<file path="src/rtl/prot_pkg.sv">
package prot_pkg;
  typedef struct packed {
    logic ov;
    logic uv;
    logic ot;
    logic oc;
    logic cp;
    logic rg;
  } prot_flags_t;

  function automatic logic any_fault(input prot_flags_t f);
    return f.ov | f.uv | f.ot | f.oc | f.cp | f.rg;
  endfunction

  function automatic logic mute_fault(input prot_flags_t f);
    return f.ov | f.uv | f.ot;
  endfunction
endpackage

</file>
<file path="src/rtl/prot_hyst_cmp.sv">
module prot_hyst_cmp #(
  parameter int W     = 10,
  parameter int TRIP  = 300,
  parameter int REL   = 280,
  parameter bit ABOVE = 1'b1
) (
  input  logic         clk,
  input  logic         rst,
  input  logic [W-1:0] val_i,
  output logic         flt_o
);
  localparam logic [W-1:0] TRIP_C = W'(TRIP);
  localparam logic [W-1:0] REL_C  = W'(REL);

  logic set_c, clr_c;

  generate
    if (ABOVE) begin : g_high
      assign set_c = val_i > TRIP_C;
      assign clr_c = val_i < REL_C;
    end else begin : g_low
      assign set_c = val_i < TRIP_C;
      assign clr_c = val_i > REL_C;
    end
  endgenerate

  always_ff @(posedge clk) begin
    if (rst)        flt_o <= 1'b0;
    else if (set_c) flt_o <= 1'b1;
    else if (clr_c) flt_o <= 1'b0;
  end

  // Band behaviour for R2; the other instances carry it for R3 and R4.
  generate
    if (ABOVE) begin : g_chk_high
      assert_trip_R2: assert property (@(posedge clk) disable iff (rst)
        (val_i > TRIP_C) |=> flt_o);
      assert_hold_R2: assert property (@(posedge clk) disable iff (rst)
        (flt_o && val_i >= REL_C) |=> flt_o);
      assert_quiet_R2: assert property (@(posedge clk) disable iff (rst)
        (!flt_o && val_i <= TRIP_C) |=> !flt_o);
    end else begin : g_chk_low
      assert_trip_R3: assert property (@(posedge clk) disable iff (rst)
        (val_i < TRIP_C) |=> flt_o);
      assert_hold_R3: assert property (@(posedge clk) disable iff (rst)
        (flt_o && val_i <= REL_C) |=> flt_o);
      assert_quiet_R3: assert property (@(posedge clk) disable iff (rst)
        (!flt_o && val_i >= TRIP_C) |=> !flt_o);
    end
  endgenerate
endmodule

</file>
<file path="src/rtl/prot_oc_latch.sv">
module prot_oc_latch #(
  parameter int NUM_CH     = 4,
  parameter int HOLD_TICKS = 600
) (
  input  logic              clk,
  input  logic              rst,
  input  logic              tick_i,
  input  logic [NUM_CH-1:0] oc_flag_i,
  output logic              latched_o
);
  localparam int CW = $clog2(HOLD_TICKS + 1);
  localparam logic [CW-1:0] HOLD_C = CW'(HOLD_TICKS);

  logic          any_oc;
  logic [CW-1:0] cnt_q;

  assign any_oc = |oc_flag_i;

  always_ff @(posedge clk) begin
    if (rst) begin
      latched_o <= 1'b0;
      cnt_q     <= '0;
    end else if (any_oc) begin
      latched_o <= 1'b1;
      cnt_q     <= HOLD_C;
    end else if (latched_o && tick_i) begin
      if (cnt_q <= CW'(1)) begin
        latched_o <= 1'b0;
        cnt_q     <= '0;
      end else begin
        cnt_q <= cnt_q - CW'(1);
      end
    end
  end

  assert_set_R6: assert property (@(posedge clk) disable iff (rst)
    any_oc |=> latched_o);
  assert_rise_cause_R6: assert property (@(posedge clk) disable iff (rst)
    $rose(latched_o) |-> $past(any_oc));
  assert_fall_cause_R6: assert property (@(posedge clk) disable iff (rst)
    $fell(latched_o) |-> ($past(tick_i) && !$past(any_oc)));
  assert_restart_R7: assert property (@(posedge clk) disable iff (rst)
    any_oc |=> (cnt_q == HOLD_C));
  assert_idle_cnt_R1: assert property (@(posedge clk) disable iff (rst)
    !latched_o |-> (cnt_q == '0));
endmodule

</file>
<file path="src/rtl/prot_fault_supervisor.sv">
module prot_fault_supervisor #(
  parameter int VW         = 10,
  parameter int TW         = 8,
  parameter int NUM_CH     = 4,
  parameter int OV_TRIP    = 300,
  parameter int OV_REL     = 280,
  parameter int UV_TRIP    = 81,
  parameter int UV_REL     = 95,
  parameter int OT_TRIP    = 160,
  parameter int OT_REL     = 130,
  parameter int LD_TRIP    = 300,
  parameter int HOLD_TICKS = 600
) (
  input  logic              clk,
  input  logic              rst,
  input  logic              tick_i,
  input  logic [VW-1:0]     vsup_code_i,
  input  logic [TW-1:0]     temp_code_i,
  input  logic [NUM_CH-1:0] oc_flag_i,
  input  logic              cp_low_i,
  input  logic              reg_low_i,
  output logic              fault_o,
  output logic              mute_req_o,
  output logic              sleep_req_o,
  output logic              tristate_o
);
  import prot_pkg::*;

  localparam logic [VW-1:0] LD_C = VW'(LD_TRIP);

  prot_flags_t flags;
  logic        ld_q;

  prot_hyst_cmp #(.W(VW), .TRIP(OV_TRIP), .REL(OV_REL), .ABOVE(1'b1)) u_ov (
    .clk(clk), .rst(rst), .val_i(vsup_code_i), .flt_o(flags.ov));

  prot_hyst_cmp #(.W(VW), .TRIP(UV_TRIP), .REL(UV_REL), .ABOVE(1'b0)) u_uv (
    .clk(clk), .rst(rst), .val_i(vsup_code_i), .flt_o(flags.uv));

  prot_hyst_cmp #(.W(TW), .TRIP(OT_TRIP), .REL(OT_REL), .ABOVE(1'b1)) u_ot (
    .clk(clk), .rst(rst), .val_i(temp_code_i), .flt_o(flags.ot));

  prot_oc_latch #(.NUM_CH(NUM_CH), .HOLD_TICKS(HOLD_TICKS)) u_oc (
    .clk(clk), .rst(rst), .tick_i(tick_i), .oc_flag_i(oc_flag_i),
    .latched_o(flags.oc));

  // Stage one: the supply-rail flags and the surge compare.
  always_ff @(posedge clk) begin
    if (rst) begin
      flags.cp <= 1'b0;
      flags.rg <= 1'b0;
      ld_q     <= 1'b0;
    end else begin
      flags.cp <= cp_low_i;
      flags.rg <= reg_low_i;
      ld_q     <= vsup_code_i > LD_C;
    end
  end

  // Stage two: the registered action outputs.
  always_ff @(posedge clk) begin
    if (rst) begin
      fault_o     <= 1'b0;
      mute_req_o  <= 1'b0;
      sleep_req_o <= 1'b0;
      tristate_o  <= 1'b0;
    end else begin
      fault_o     <= any_fault(flags);
      mute_req_o  <= mute_fault(flags);
      sleep_req_o <= ld_q;
      tristate_o  <= any_fault(flags);
    end
  end

  assert_sleep_on_R5: assert property (@(posedge clk) disable iff (rst)
    (vsup_code_i > LD_C) |-> ##2 sleep_req_o);
  assert_sleep_off_R5: assert property (@(posedge clk) disable iff (rst)
    (vsup_code_i <= LD_C) |-> ##2 !sleep_req_o);
  assert_oc_action_R6: assert property (@(posedge clk) disable iff (rst)
    (|oc_flag_i) |-> ##2 (fault_o && tristate_o));
  assert_rail_action_R8: assert property (@(posedge clk) disable iff (rst)
    (cp_low_i || reg_low_i) |-> ##2 (fault_o && tristate_o));
  assert_mute_subset_R9: assert property (@(posedge clk) disable iff (rst)
    mute_req_o |-> fault_o);
endmodule

</file>
<file path="config.mk">
export PLATFORM = sky130hd
export DESIGN_NAME = prot_fault_supervisor
export DESIGN_NICKNAME = d
export VERILOG_FILES = /design/src/rtl/prot_pkg.sv /design/src/rtl/prot_hyst_cmp.sv /design/src/rtl/prot_oc_latch.sv /design/src/rtl/prot_fault_supervisor.sv
export SDC_FILE = /design/constraint.sdc
export NUM_CORES = 1
export LEC_CHECK = 0
export ABC_AREA = 1
export BUFFER_PORTS_ARGS = -buffer_cell sky130_fd_sc_hd__buf_2
export CORE_AREA = 8 8 55 57
export CTS_BUF_LIST = sky130_fd_sc_hd__clkbuf_16
export DETAILED_ROUTE_END_ITERATION = 10
export DIE_AREA = 0 0 63 65
export PLACE_DENSITY = 0.74
export SKIP_CTS_REPAIR_TIMING = 1
export SYNTH_ARGS = -nofsm -noshare
export SYNTH_HDL_FRONTEND = slang
export SYNTH_SLANG_ARGS = --single-unit
</file>
<file path="constraint.sdc">
create_clock -name clk -period 1.6 [get_ports clk]
set_clock_uncertainty 0.15 [all_clocks]
set_input_delay 0.24 -clock clk [delete_from_list [all_inputs] [get_ports clk]]
set_output_delay 0.24 -clock clk [all_outputs]
set_load 0.02 [all_outputs]
</file>
==> results.cfg, run 1 <==
[outcome]
status = complete, no violations

[job]
cap_violations = 0

[cells_and_area]
fill_cells = 201
nets = 211
diodes = 0
drive_above_1_share = 0.2873
multiInputGateArea_sq_um = 516.7
syn2layout_area_growth_pct = 27.72
ff_latch_area_sq_um = 401.6
post-route-util = 0.6092

[worst_setup_path]
critPathMaxFanout = 4
crit_path_frequent_cell = nor2_2
rr_startpoint = u_oc.cnt_q[0]$_SDFFE_PP0P_
cp_slowest_cell = dfxtp_1
crit_path_start = u_oc.cnt_q[0]$_SDFFE_PP0P_
crit_type = flip-flop to flip-flop
required_ps = 1630
crit_path_max_incr_delay_ps = 350
crit_path_cell_trace = inv_1 > ha_1 > o21ai_2 > nor2_2 > nor2_2 > nand3_1 > a21oi_1
critPathTopFamily = flip-flops
crit_arrival_ps = 1510
endpoint_kind = flip-flop
start_kind = flip-flop
path_buf_inv = 1

[global_route]
grt_pass1_wl_um = 4084
antenna_found_initial = 0
grt_overflow_total = 0
grt_pass1_vias = 1032
grt_usage = 0.1202
grt_max_degree = 14

[clock_tree]
cts_tree = yes
cts_made_buffers = 3
clock_sinks = 20
clock_latency_ps = 250
cts_root_buf = clkbuf_16
cts.reportedPaths.clkPinSlew_ps = 60
max-clock-path-buffers = 2
htreeDepth = 1

[sta]
drv_slew = 0
fmax_mhz = 677.8
hold_violations = 0
worst_pin_slew_ps = 259.2
post-route-period-util = 0.9221
tns_ps = 0
rsz0062_at_grt = no
holdWs_ps = 22.11
fin_crit_ps = 1475
slew_headroom = 0.8258
setup_violations = 0

[detailed_routing]
drc_errors = 0
ant_nets = 0
avgViaCountPerCell = 4.933
first_pass_iters = 4
avgRoutedWirePerCell_um = 11.63
routed_wl_um = 2431
drt_iter0_drc = 22
num_vias = 1031

[floorplan]
rows = 17
die_h_um = 65
die_area_sq_mm = 0.004095
core-area_sq_mm = 0.002148
io_pins = 31
start_util = 0.4770
die_w_um = 63

[logic_synthesis]
synth_top_cell_by_area = dfxtp_1
syn_avg_cell_area_sq_um = 6.877
syn-cell-area_sq_mm = 0.001025
synth-seq-area-share = 0.3907
synthesis.instances = 149
synth-seq-cells = 20
yosys.area.top_type_share = 0.3907
ys.warnings.count = 0
synth_cell_type_count = 25
synthTopCellsByArea = dfxtp_1 (39%), nand2_1 (9.2%), inv_1 (8.8%)
syn_nets = 178

[placement]
dp_hpwl_um = 1900
port_buffers = 30
gp_congestion = 0.8167

[pwr]
p_leak_nw = 0.6600
vdd_drop_max_v = 0.0008168
power_density_mw_per_mm2 = 1041

[hold_path]
hold_class = input port to flip-flop
hold_start = vsup_code_i[6]
==> synthesized netlist by cell type <==
cell / count
a21boi_1: 1
a21oi_1: 10
a21oi_2: 1
a31oi_1: 1
buf_1: 1
buf_4: 1
dfxtp_1: 20
ha_1: 2
inv_1: 24
inv_2: 1
inv_4: 1
nand2_1: 25
nand2_2: 4
nand2_4: 1
nand3_1: 13
nand4_1: 2
nor2_1: 17
nor2_2: 6
nor2_4: 1
nor3_1: 2
o21ai_0: 9
o21ai_1: 2
or2_0: 1
or2_2: 1
xor2_1: 2
==> registers in the layout (all words and copies together), names as in the netlist <==
name and cells:
flags 2, ld_q 1, mute_req_o 1, sleep_req_o 1, tristate_o 1, u_oc.cnt_q 10, u_oc.latched_o 1, u_ot.flt_o 1
u_ov.flt_o 1, u_uv.flt_o 1
==> final timing paths <==
check / end / slack, ps / cells after the start
max: u_oc.cnt_q[6]$_SDFFE_PP0P_ / 120 / 7
min reg2reg: sleep_req_o$_SDFF_PP0_ / 250 / 2
min: u_uv.flt_o$_SDFFE_PP0P_ / 20 / 2
max reg2reg: u_oc.cnt_q[6]$_SDFFE_PP0P_ / 120 / 7
==> per-layer routing <==
layer  track usage  vias up  share of wire
met5             0        -              0
met4       0.04274        0         0.0099
met3       0.02749        4          0.037
met1        0.1188      467           0.41
li1              -      535              -
met2        0.2382       25           0.55
==> area by class of cell <==
cell class                      count  share of cell area
Clock buffer                        3             0.05736
Clock inverter                      1             0.02294
Inverter                           26             0.07648
Multi-Input combinational cell    101              0.3948
Sequential cell                    20              0.3069
Tap cell                           28             0.02677
Timing Repair Buffer               30              0.1147
==> kinds of logic (layout without fill, tap and decap cells) <==
logic type / count (synthesis) / in the layout / share of synthesized area
xor+xnor: 2 / 2 / 0.01710
compound gates: 24 / 24 / 0.1245
simple gates: 73 / 73 / 0.3346
fa+ha+maj: 2 / 2 / 0.02442
buf+inv: 28 / 60 / 0.1087
flops: 20 / 20 / 0.3907
==> where the power goes <==
part	internal (W)	leakage [nW]	switching, W
logic	0.0000639	0.443	0.0000904
registers	0.000521	0.166	0.0000133
clock network	0.000496	0.0511	0.000178
==> placed cells by master, fill, tap and decap left out, types with 4 or more instances in the layout <==
cell     Yosys  routed
a21oi_1     10      10
nor2_2       6       6
dfxtp_1     20      19
o21ai_0      9       9
nor2_1      17      17
nand3_1     13      13
nand2_1     25      25
inv_1       24      24
nand2_2      4       4
buf_2        0      30
==> stage by stage <==
stage / worst slack, ps / instance area [sq um] / instances / power, W
final: 124.6 / 1309 / 209 / 0.001362
after global routing: 21.81 / 1309 / 209 / 0.001417
after CTS: 79.31 / 1304 / 209 / 0.001370
after detailed placement: 157.1 / 1199 / 205 / 0.0006967
after global placement: 208.0 / 1199 / 205 / 0.0006913
after floorplan: 258.2 / 1025 / 149 / 0.0006388
(Power assumes the default switching activity.)
==> inputs of run 2 (changes only) <==
--- a/config.mk
+++ b/config.mk
@@ -7,10 +7,11 @@
 export LEC_CHECK = 0
 export ABC_AREA = 1
 export BUFFER_PORTS_ARGS = -buffer_cell sky130_fd_sc_hd__buf_2
-export CORE_AREA = 8 8 55 57
+export CORE_AREA = 4 4 51 53
 export CTS_BUF_LIST = sky130_fd_sc_hd__clkbuf_16
 export DETAILED_ROUTE_END_ITERATION = 10
-export DIE_AREA = 0 0 63 65
+export DIE_AREA = 0 0 55 57
+export HOLD_SLACK_MARGIN = 0.1
 export PLACE_DENSITY = 0.74
 export SKIP_CTS_REPAIR_TIMING = 1
 export SYNTH_ARGS = -nofsm -noshare
==> results.cfg, run 2 (synthesis results as in run 1) <==
[outcome]
status = complete, no violations

[cells_and_area]
final_cell_mix = buf_2 (30), nand2_1 (25), inv_1 (24)
mostFrequentLayoutCell = buf_2
drive_above_1_share = 0.2865
multiInputGateArea_sq_um = 523.0
nets = 215
largest_reg_flops = 10
syn2layout_area_growth_pct = 32.36
fill_cells = 182
top_register = u_oc.cnt_q
top_regs = u_oc.cnt_q (10), flags (2)
diodes = 0
post-route-util = 0.6313
ff_latch_area_sq_um = 402.9

[worst_setup_path]
crit_path_cell_trace = inv_1 > ha_1 > o21ai_1 > nor2_2 > nand2_2 > nand3_1 > a21oi_1
r2r_cells = 7
start_kind = flip-flop
cp_slowest_cell = dfxtp_2
rr_startpoint = u_oc.cnt_q[0]$_SDFFE_PP0P_
crit_type = flip-flop to flip-flop
critPathMaxFanout = 5
rrSetupSlack_ps = 150
required_ps = 1580
crit_path_max_incr_delay_ps = 330
crit_path_start = u_oc.cnt_q[0]$_SDFFE_PP0P_
crit_arrival_ps = 1430
endpoint_kind = flip-flop
rr_endpoint = u_oc.cnt_q[3]$_SDFFE_PP0P_

[placement]
dp_hpwl_um = 1756
gp_congestion = 0.8685
port_buffers = 30

[hold_path]
whs_endpoint = u_uv.flt_o$_SDFFE_PP0P_
hold_class = input port to flip-flop
worstHoldPathCells = 4
hold_start = vsup_code_i[7]

[sta]
hold_violations = 0
slew_headroom = 0.8218
setup_violations = 0
drv_slew = 0
rsz0062_at_grt = no
tns_ps = 0
worst_pin_slew_ps = 265.3
holdWs_ps = 89.88
fin_crit_ps = 1448
fmax_mhz = 690.5
post-route-period-util = 0.9052

[floorplan]
start_util = 0.4770
die_h_um = 57
die_w_um = 55
core-area_sq_mm = 0.002148
io_pins = 31
rows = 17
die_area_sq_mm = 0.003135

[detailed_routing]
drc_errors = 0
num_vias = 1024
first_pass_iters = 4
drt_iter0_drc = 12
avgRoutedWirePerCell_um = 10.95
ant_nets = 0
routed_wl_um = 2333
avgViaCountPerCell = 4.808

[global_route]
grt_usage = 0.1723
grt_overflow_total = 0
antenna_found_initial = 0
grt_pass1_wl_um = 4002
grt_pass1_vias = 988
grt_max_degree = 14

[clock_tree]
cts_made_buffers = 3
max-clock-path-buffers = 2
cts_root_buf = clkbuf_16
htreeDepth = 1
cts.reportedPaths.clkPinSlew_ps = 60
clock_latency_ps = 250
cts_tree = yes
clock_sinks = 20

[pwr]
p_int_w = 0.001087
p_leak_nw = 0.6789
power_frac_seq = 0.390
power_density_mw_per_mm2 = 1010
power_frac_comb = 0.118
clkPwrFrac = 0.492
switching_power_w = 0.0002833
vdd_drop_max_v = 0.0007511
sw_frac_of_total = 0.2068
power_w = 0.001370

[job]
cap_violations = 0
[run 2: cell types whose count changed in the layout (fill, tap and decap cells not counted), sizes merged]
cell and change:
dlygate4sd3 +4
[run 2: cell type report]
type / count / area share
Inverter: 26 / 0.07380
Clock buffer: 3 / 0.05535
Multi-Input combinational cell: 101 / 0.3856
Sequential cell: 20 / 0.2970
Clock inverter: 1 / 0.02214
Timing Repair Buffer: 34 / 0.1402
Tap cell: 28 / 0.02583
[run 2: layer usage]
layer / GRT usage / part of all wire
met5: 0 / 0
met4: 0.08333 / 0.027
met3: 0.03394 / 0.046
met2: 0.2889 / 0.51
met1: 0.2033 / 0.41
[run 2: worst max-delay path by stage]
| stage | endpoint | cells past startpoint |
|---|---|---|
| 2_1_floorplan | u_oc.cnt_q[9]$_SDFFE_PP0P_ | 7 |
| 4_1_cts | u_oc.cnt_q[9]$_SDFFE_PP0P_ | 7 |
| 3_3_place_gp | u_oc.cnt_q[9]$_SDFFE_PP0P_ | 7 |
| 5_1_grt | u_oc.cnt_q[3]$_SDFFE_PP0P_ | 7 |
| 3_5_place_dp | u_oc.cnt_q[9]$_SDFFE_PP0P_ | 7 |
| 6_report | u_oc.cnt_q[3]$_SDFFE_PP0P_ | 7 |
[run 2: stage by stage]
step,instances,instance area (sq um),worst slack (ps)
floorplan,149,1025,258.2
global placement,205,1199,208.2
detailed placement,205,1199,151.9
CTS,209,1304,89.38
global route,213,1356,30.22
finish,213,1356,151.7
[run 2: power groups by stage]
stage	clock network [W]	registers [W]	logic [W]
3_3_place_gp	0	0.000544	0.000147
5_1_grt	0.000707	0.000536	0.000185
3_5_place_dp	0	0.000545	0.000151
6_report	0.000674	0.000534	0.000162
4_1_cts	0.000680	0.000534	0.000154
2_1_floorplan	0	0.000549	0.0000901
[run 2: worst max-delay path: cells and delay by family, from the launching register on]
family,cells,cell delay [ps]
AO/OA/AOI/OAI,2,130
adder cells (fa/ha/maj),1,200
buffers and inverters,1,110
flip-flops,1,330
AND/OR/NAND/NOR,3,410
